--- config.mk ---
export PLATFORM = sky130hd
export DESIGN_NAME = pviol_capture
export DESIGN_NICKNAME = d
export VERILOG_FILES = /design/src/rtl/pvc_pkg.sv /design/src/rtl/pvc_ctrl.sv /design/src/rtl/pvc_capture.sv /design/src/rtl/pviol_capture.sv
export SDC_FILE = /design/constraint.sdc
export NUM_CORES = 1
export LEC_CHECK = 0
export ABC_AREA = 0
export BUFFER_PORTS_ARGS = -buffer_cell sky130_fd_sc_hd__buf_2
export CAP_MARGIN = 0
export CORE_MARGIN = 3
export CORE_UTILIZATION = 30
export CTS_CLUSTER_DIAMETER = 60
export DETAILED_ROUTE_END_ITERATION = 6
export PLACE_DENSITY = 0.66
export SLEW_MARGIN = 20
export SYNTH_ARGS = -nofsm -noshare
export SYNTH_HDL_FRONTEND = slang
export SYNTH_SLANG_ARGS = --single-unit
--- constraint.sdc ---
create_clock -name clk -period 1.19 [get_ports clk]
set_input_delay 0.238 -clock clk [delete_from_list [all_inputs] [get_ports clk]]
set_output_delay 0.238 -clock clk [all_outputs]
set_load 0.03 [all_outputs]
--- src/rtl/pvc_pkg.sv ---
package pvc_pkg;
  localparam int REG_W  = 32;
  localparam int SEL_W  = 2;
  localparam int MID_LO = 2;
  localparam int MID_HI = 21;
  localparam int MID_W  = MID_HI - MID_LO + 1;

  localparam logic [SEL_W-1:0] SEL_CTRL   = 2'd0;
  localparam logic [SEL_W-1:0] SEL_STATUS = 2'd1;
  localparam logic [SEL_W-1:0] SEL_LOCK   = 2'd2;

  localparam int CTRL_EN_BIT  = 0;
  localparam int CTRL_PND_BIT = 1;
  localparam int CTRL_CLR_BIT = 2;

  // Instruction-side layout: address middle bits in place, kind at 1, direction at 0.
  function automatic logic [REG_W-1:0] pack_instr(input logic [MID_W-1:0] mid,
                                                  input logic is_data,
                                                  input logic is_wr);
    logic [REG_W-1:0] w;
    w = '0;
    w[MID_HI:MID_LO] = mid;
    w[1] = is_data;
    w[0] = is_wr;
    return w;
  endfunction

  // Data-side layout: address middle bits shifted up by four, atomic at 5, direction at 4.
  function automatic logic [REG_W-1:0] pack_data(input logic [MID_W-1:0] mid,
                                                 input logic is_atomic,
                                                 input logic is_wr);
    logic [REG_W-1:0] w;
    w = '0;
    w[MID_HI+4:MID_LO+4] = mid;
    w[5] = is_atomic;
    w[4] = is_wr;
    return w;
  endfunction
endpackage

--- src/rtl/pvc_ctrl.sv ---
module pvc_ctrl (
  input  logic clk,
  input  logic rst_n,
  input  logic viol,
  input  logic ctrl_wr,
  input  logic lock_wr,
  input  logic en_in,
  input  logic clr_in,
  input  logic lock_in,
  output logic en_q,
  output logic pend_q,
  output logic clr_q,
  output logic lock_q,
  output logic clear_evt,
  output logic capture_evt
);
  assign clear_evt   = ctrl_wr & clr_in;
  assign capture_evt = viol & (~pend_q | clear_evt);

  always_ff @(posedge clk or negedge rst_n) begin
    if (!rst_n) begin
      en_q   <= 1'b0;
      pend_q <= 1'b0;
      clr_q  <= 1'b0;
      lock_q <= 1'b0;
    end else begin
      if (ctrl_wr && !lock_q) en_q <= en_in;
      if (viol)           pend_q <= 1'b1;
      else if (clear_evt) pend_q <= 1'b0;
      clr_q <= clear_evt;
      if (lock_wr && lock_in) lock_q <= 1'b1;
    end
  end


  viol_sets_pend_chk: assert property (@(posedge clk) disable iff (!rst_n)
    viol |=> pend_q);

  clear_drops_pend_chk: assert property (@(posedge clk) disable iff (!rst_n)
    (clear_evt && !viol) |=> !pend_q);

  clr_self_clear_chk: assert property (@(posedge clk) disable iff (!rst_n)
    (clr_q && !clear_evt) |=> !clr_q);

  lock_sticky_chk: assert property (@(posedge clk) disable iff (!rst_n)
    lock_q |=> lock_q);

  en_frozen_chk: assert property (@(posedge clk) disable iff (!rst_n)
    lock_q |=> $stable(en_q));
endmodule

--- src/rtl/pvc_capture.sv ---
module pvc_capture
  import pvc_pkg::*;
#(
  parameter int ADDR_W    = 32,
  parameter bit DATA_SIDE = 1'b0
) (
  input  logic              clk,
  input  logic              rst_n,
  input  logic              take,
  input  logic [ADDR_W-1:0] addr,
  input  logic              is_wr,
  input  logic              is_data,
  input  logic              is_atomic,
  output logic [REG_W-1:0]  status_q
);
  logic [REG_W-1:0] packed_w;
  logic [MID_W-1:0] mid;
  logic             unused_addr_bits;

  assign mid = addr[MID_HI:MID_LO];
  assign unused_addr_bits = ^{addr[ADDR_W-1:MID_HI+1], addr[MID_LO-1:0]};

  generate
    if (DATA_SIDE) begin : g_dside
      logic unused_kind;
      assign unused_kind = is_data;
      assign packed_w = pack_data(mid, is_atomic, is_wr);
    end else begin : g_iside
      logic unused_atomic;
      assign unused_atomic = is_atomic;
      assign packed_w = pack_instr(mid, is_data, is_wr);
    end
  endgenerate

  always_ff @(posedge clk or negedge rst_n) begin
    if (!rst_n)    status_q <= '0;
    else if (take) status_q <= packed_w;
  end
endmodule

--- src/rtl/pviol_capture.sv ---
module pviol_capture
  import pvc_pkg::*;
#(
  parameter int ADDR_W    = 32,
  parameter bit DATA_SIDE = 1'b0
) (
  input  logic              clk,
  input  logic              rst_n,
  input  logic              viol_valid,
  input  logic [ADDR_W-1:0] viol_addr,
  input  logic              viol_write,
  input  logic              viol_data,
  input  logic              viol_atomic,
  input  logic [SEL_W-1:0]  reg_sel,
  input  logic              reg_wen,
  input  logic [REG_W-1:0]  reg_wdata,
  output logic [REG_W-1:0]  reg_rdata,
  output logic              irq
);
  logic             ctrl_wr, lock_wr;
  logic             en_q, pend_q, clr_q, lock_q;
  logic             clear_evt, capture_evt;
  logic [REG_W-1:0] status_q;
  logic             unused_wdata;

  assign ctrl_wr = reg_wen && (reg_sel == SEL_CTRL);
  assign lock_wr = reg_wen && (reg_sel == SEL_LOCK);
  assign unused_wdata = ^{reg_wdata[REG_W-1:3], reg_wdata[CTRL_PND_BIT]};

  pvc_ctrl u_ctrl (
    .clk         (clk),
    .rst_n       (rst_n),
    .viol        (viol_valid),
    .ctrl_wr     (ctrl_wr),
    .lock_wr     (lock_wr),
    .en_in       (reg_wdata[CTRL_EN_BIT]),
    .clr_in      (reg_wdata[CTRL_CLR_BIT]),
    .lock_in     (reg_wdata[0]),
    .en_q        (en_q),
    .pend_q      (pend_q),
    .clr_q       (clr_q),
    .lock_q      (lock_q),
    .clear_evt   (clear_evt),
    .capture_evt (capture_evt)
  );

  pvc_capture #(.ADDR_W(ADDR_W), .DATA_SIDE(DATA_SIDE)) u_cap (
    .clk       (clk),
    .rst_n     (rst_n),
    .take      (capture_evt),
    .addr      (viol_addr),
    .is_wr     (viol_write),
    .is_data   (viol_data),
    .is_atomic (viol_atomic),
    .status_q  (status_q)
  );

  always_comb begin
    reg_rdata = '0;
    case (reg_sel)
      SEL_CTRL: begin
        reg_rdata[CTRL_EN_BIT]  = en_q;
        reg_rdata[CTRL_PND_BIT] = pend_q;
        reg_rdata[CTRL_CLR_BIT] = clr_q;
      end
      SEL_STATUS: reg_rdata = status_q;
      SEL_LOCK:   reg_rdata[0] = lock_q;
      default:    reg_rdata = '0;
    endcase
  end

  assign irq = pend_q & en_q;


  first_fault_held_chk: assert property (@(posedge clk) disable iff (!rst_n)
    (pend_q && !clear_evt) |=> $stable(status_q));

  race_keeps_pend_chk: assert property (@(posedge clk) disable iff (!rst_n)
    (viol_valid && clear_evt) |=> (pend_q && !$stable(clr_q) || pend_q));
endmodule

==> flow_summary.yaml, run 1 <==
status:
  status: "finished with violations"
  violations: "negative setup slack"
global_routing:
  grt.busiest_layer: "met2"
  gr-total-overflow: 0
  grt.met1_usage: 0.163
  met3_usage: 0.0246
  grt_pass1_vias: 1021
  grt_max_degree: 16
  track_usage: 0.129
  globalRouteMet2Util: 0.224
  grt_pass1_wl_mm: 5.22
  antenna_found_initial: 0
detailed_routing:
  drc: 0
  detail_route.iter0.violations: 13
  viasPerCell: 4.30
  firstDrtPassIters: 2
  wl_mm: 3.21
  ant_nets: 0
  num_vias: 946
  wire_per_inst_um: 14.6
clock_network:
  clock_latency_ns: 0.26
  cts.reportedPaths.clkPinSlew_ns: 0.08
  clockRootBuffer: "clkbuf_8"
  cts_buffers: 3
  cts_tree: "yes"
  cts.sink_count: 26
  htree_levels: 1
  cts_max_path_buffers: 2
yosys:
  netlist_instances: 100
  avgSynthCellArea_um2: 13.7
  ys_seq_area_frac: 0.475
  synth_area_um2: 1370
  ys_warn_count: 0
  ys_seq_elements: 26
  synth_cell_types: 20
floorplanning:
  die_y_um: 73.6
  initial_core_util: 0.326
  die-area_um2: 5410
  die_w_um: 73.6
  row_count: 23
  io_pins: 106
  core_area_um2: 4200
critical_path:
  critPathRequiredTime_ns: 0.95
  crit_path_start_kind: "flop"
  crit_arrival_ns: 1.11
  r2r_slack_ns: -0.13
  path_class: "flop to primary output"
  crit_fanout: 2
  end_kind: "primary output"
placement:
  place.gp.congestion: 0.681
  hpwl_mm: 2.11
  dpl-instance-area_um2: 1720
  port_buffers: 52
timing:
  worst_slack_ns: -0.158
  finClkSkew_ns: 0.00253
  drv_slew: 0
  rsz0062_at_grt: "true"
  max_freq_ghz: 0.742
  hold_viol_final: 0
  period_share: 1.13
  setup_viol_count_final: 45
  layout_min_cycle_time_ns: 1.35
power_and_ir_drop:
  leakage_nw: 1.11
  power.total_w: 0.00284
  power_density_nw_per_um2: 1360
  ir_drop_uv: 664
finish:
  final_cell_mix: "27 x buf_6, 27 x buf_2, 26 x dfrtp_1"
  final_area_um2: 2090
  antenna_cells: 0
  final_util: 0.497
  area_growth_pct: 52.4
  n_fill_cell: 398
  nets: 245
  drive_gt1_frac: 0.718
worst_hold_path:
  hold_class: "input port to flop"
run:
  max_cap_violations: 0
==> critical path, stage by stage (launching register included) <==
cell and delay [ns]:
dfrtp_1 0.40, buf_6 0.12, mux2i_1 0.11, nor2_1 0.05, buf_4 0.16
==> power breakdown <==
part           internal, W  total (W)  switching [W]
clock network     0.000226   0.000479       0.000253
registers          0.00112    0.00126       0.000142
logic             0.000660    0.00110       0.000443
==> per-stage QoR <==
stage / hold slack (ns) / std cells / setup TNS [ns] / worst slack, ns
global placement: 0.129 / 207 / -7.50 / -0.221
CTS: 0.188 / 219 / -4.43 / -0.181
floorplan: -0.0576 / 109 / -2.78 / -0.133
global route: 0.193 / 220 / -6.26 / -0.215
finish: 0.200 / 220 / -4.36 / -0.158
detailed placement: 0.143 / 207 / -7.81 / -0.234
==> cell families after synthesis <==
kind of cell	share of synthesized area
simple gates	0.124
mux	0.266
buf+inv	0.103
other cells	0.00274
flops	0.475
compound gates	0.0292
==> synthesized netlist by cell type (all sizes together) <==
cell	instances	area [µm²]
mux2i	3	30.0
buf	13	126
inv	2	7.51
conb	1	3.75
and2	20	125
and2b	1	8.76
and4bb	1	16.3
dfrtp	26	651
nand2	1	3.75
o21bai	1	7.51
mux2	23	334
a41o	1	11.3
nor2	2	7.51
nor4b	1	8.76
o21ai	2	21.3
clkbuf	2	7.51
==> layout make-up <==
cell class / instances / area (µm²) / area share
well taps: 50 / 62.6 / 0.0300
clock buffers: 3 / 41.3 / 0.0198
flip-flops and latches: 26 / 651 / 0.312
multi-input cells: 66 / 662 / 0.317
repair buffers: 73 / 664 / 0.318
inverters: 2 / 7.51 / 0.00359
==> state kept, by name, summed over array words and instances, names as in the netlist <==
name and count:
u_cap.status_q 22, u_ctrl.pend_q 1, u_ctrl.lock_q 1, u_ctrl.en_q 1, u_ctrl.clr_q 1
==> what timing repair did <==
| item | CTS | global route |
|---|---|---|
| hold endpoints to repair | 11 | 0 |
| setup endpoints to repair | 46 | 46 |
| cloned | 3 | 0 |
| hold buffers | 1 | 0 |
| setup buffers | 5 | 1 |
| pin swaps | 20 | 1 |
| gates resized for setup | 79 | 0 |
==> final timing paths <==
kind,from,end,cells past startpoint
setup / recovery,u_ctrl.pend_q,reg_rdata[1],4
hold / removal,viol_data,u_cap.status_q[1],2
setup reg to reg,u_ctrl.pend_q,u_cap.status_q[4],5
hold reg to reg,u_cap.status_q[16],u_cap.status_q[16],1
max in group asynchronous,rst_n,u_cap.status_q[9],3
min in group asynchronous,rst_n,u_cap.status_q[8],2
==> layer usage <==
metal / share of wire / up-vias / wire length (µm)
met4: 0.0034 / 0 / 11
met1: 0.40 / 445 / 1280
met2: 0.52 / 41 / 1680
met5: 0 / - / 0
met3: 0.073 / 2 / 235
li1: - / 458 / -
Note: power is estimated with default switching activity, not from simulation.
==> run 2: changes to the inputs <==
Settings changed: RECOVER_POWER set to 25.
==> flow_summary.yaml, run 2 (synthesis results as in run 1) <==
detailed_routing:
  wl_mm: 3.21
  viasPerCell: 4.30
  detail_route.iter0.violations: 12
  ant_nets: 0
  drc: 0
  firstDrtPassIters: 2
  num_vias: 946
  wire_per_inst_um: 14.6
clock_network:
  cts_max_path_buffers: 2
  clock_latency_ns: 0.26
  cts.reportedPaths.clkPinSlew_ns: 0.08
  cts.sink_count: 26
  cts_buffers: 3
  cts_tree: "yes"
  clockRootBuffer: "clkbuf_8"
  htree_levels: 1
timing:
  setup_tns_ns: -4.37
  drv_slew: 0
  max_freq_ghz: 0.742
  max_slew_margin: 0.556
  setup_viol_count_final: 52
  period_share: 1.13
  rsz0062_at_grt: "true"
  hold_ws_ns: 0.200
  finClkSkew_ns: 0.00258
  layout_min_cycle_time_ns: 1.35
  hold_viol_final: 0
  worst_pin_slew_ns: 0.666
  worst_slack_ns: -0.158
finish:
  regMostFlops: "u_cap.status_q"
  area_growth_pct: 52.3
  layout_commonest_cell: "buf_6"
  drive_gt1_frac: 0.712
  largest_register_ffs: 22
  n_fill_cell: 398
  register_area_um2: 651
  final_cell_mix: "27 x buf_6, 26 x buf_2, 26 x dfrtp_1"
  antenna_cells: 0
  multi_input_area_um2: 662
  nets: 245
worst_hold_path:
  hold_class: "input port to flop"
critical_path:
  crit_arrival_ns: 1.11
  crit_slowest_cell: "dfrtp_1"
  path_buf_inv: 2
  crit_path_start_kind: "flop"
  path_cells: "buf_6 -> mux2i_1 -> nor2_1 -> buf_4"
  critPathMaxStageDelay_ns: 0.40
  crit_fanout: 2
  path_class: "flop to primary output"
  critical-path-top-delay-family: "flip-flops"
  critPathRequiredTime_ns: 0.95
  end_kind: "primary output"
placement:
  place.gp.congestion: 0.681
  hpwl_mm: 2.11
  port_buffers: 52
global_routing:
  antenna_found_initial: 0
  grt_pass1_wl_mm: 5.22
  gr-total-overflow: 0
  track_usage: 0.129
  grt_max_degree: 16
  grt_pass1_vias: 1021
floorplanning:
  initial_core_util: 0.326
  row_count: 23
  die_w_um: 73.6
  die-area_um2: 5410
  io_pins: 106
  die_y_um: 73.6
  core_area_um2: 4200
power_and_ir_drop:
  switching_power_w: 0.000838
  p_int_w: 0.00200
  p_sw_frac: 0.295
  power_frac_seq: 0.443
  leakage_nw: 1.11
  power_frac_comb: 0.388
  ir_drop_uv: 664
  power_density_nw_per_um2: 1360
  clock_power_share: 0.169
run:
  max_cap_violations: 0
status:
  status: "finished with violations"
  violations: "negative setup slack"
[run 2: cell count changes in the layout (fill, tap and decap cells not counted), sizes merged]
cell | before | now
clkbuf | 3 | 4
buf | 72 | 71
[run 2: timing repair]
| action | in CTS | in global routing |
|---|---|---|
| gates cloned | 3 | 0 |
| buffers inserted | 5 | 1 |
| pin swaps | 20 | 1 |
| endpoints found under the setup margin | 46 | 46 |
| hold endpoints to repair | 11 | 0 |
| resized for setup | 79 | 0 |
| hold buffers | 1 | 0 |
[run 2: area by class of cell]
| class | instances | area share |
|---|---|---|
| Timing Repair Buffer | 73 | 0.318 |
| Multi-Input combinational cell | 66 | 0.317 |
| Sequential cell | 26 | 0.312 |
| Tap cell | 50 | 0.0300 |
| Clock buffer | 3 | 0.0198 |
| Inverter | 2 | 0.00360 |
[run 2: worst paths after layout]
kind | from | to | slack, ns | cells after the start
worst min-delay path | viol_data | u_cap.status_q[1] | 0.20 | 2
max in group asynchronous | rst_n | u_cap.status_q[9] | 0 | 3
worst max-delay path | u_ctrl.pend_q | reg_rdata[1] | -0.16 | 4
min in group asynchronous | rst_n | u_cap.status_q[8] | 0.53 | 2
worst max register to register | u_ctrl.pend_q | u_cap.status_q[4] | -0.13 | 5
worst min register to register | u_cap.status_q[16] | u_cap.status_q[16] | 0.52 | 1
[run 2: routing by layer]
metal,share of wire,vias up,track usage
met1,0.40,445,0.163
met2,0.52,41,0.224
met5,0,-,0
met4,0.0034,0,0.0302
met3,0.073,2,0.0246
li1,-,458,-
[run 2: power groups by stage]
stage / logic [W] / registers [W] / clock network, W
after floorplan: 0.000707 / 0.00121 / 0
after CTS: 0.00109 / 0.00126 / 0.000520
after global routing: 0.00117 / 0.00129 / 0.000543
final: 0.00110 / 0.00126 / 0.000479
after detailed placement: 0.000886 / 0.00125 / 0
after global placement: 0.000870 / 0.00125 / 0
[run 2: stage by stage]
stage	instances	util	power (W)	setup slack (ns)	area, µm²
after floorplan	109	-	0.00192	-0.133	1430
after global placement	207	0.410	0.00212	-0.221	1720
after detailed placement	207	0.410	0.00213	-0.234	1720
after CTS	219	0.495	0.00287	-0.181	2080
after global routing	220	0.497	0.00301	-0.215	2090
final	220	0.497	0.00284	-0.158	2090
[run 2: worst register-to-register path, delay by kind of cell, from the launching register on]
family,cells,cell delay [ns]
AO/OA/AOI/OAI,1,0.17
buffers and inverters,3,0.33
flip-flops,1,0.37
multiplexers,1,0.33
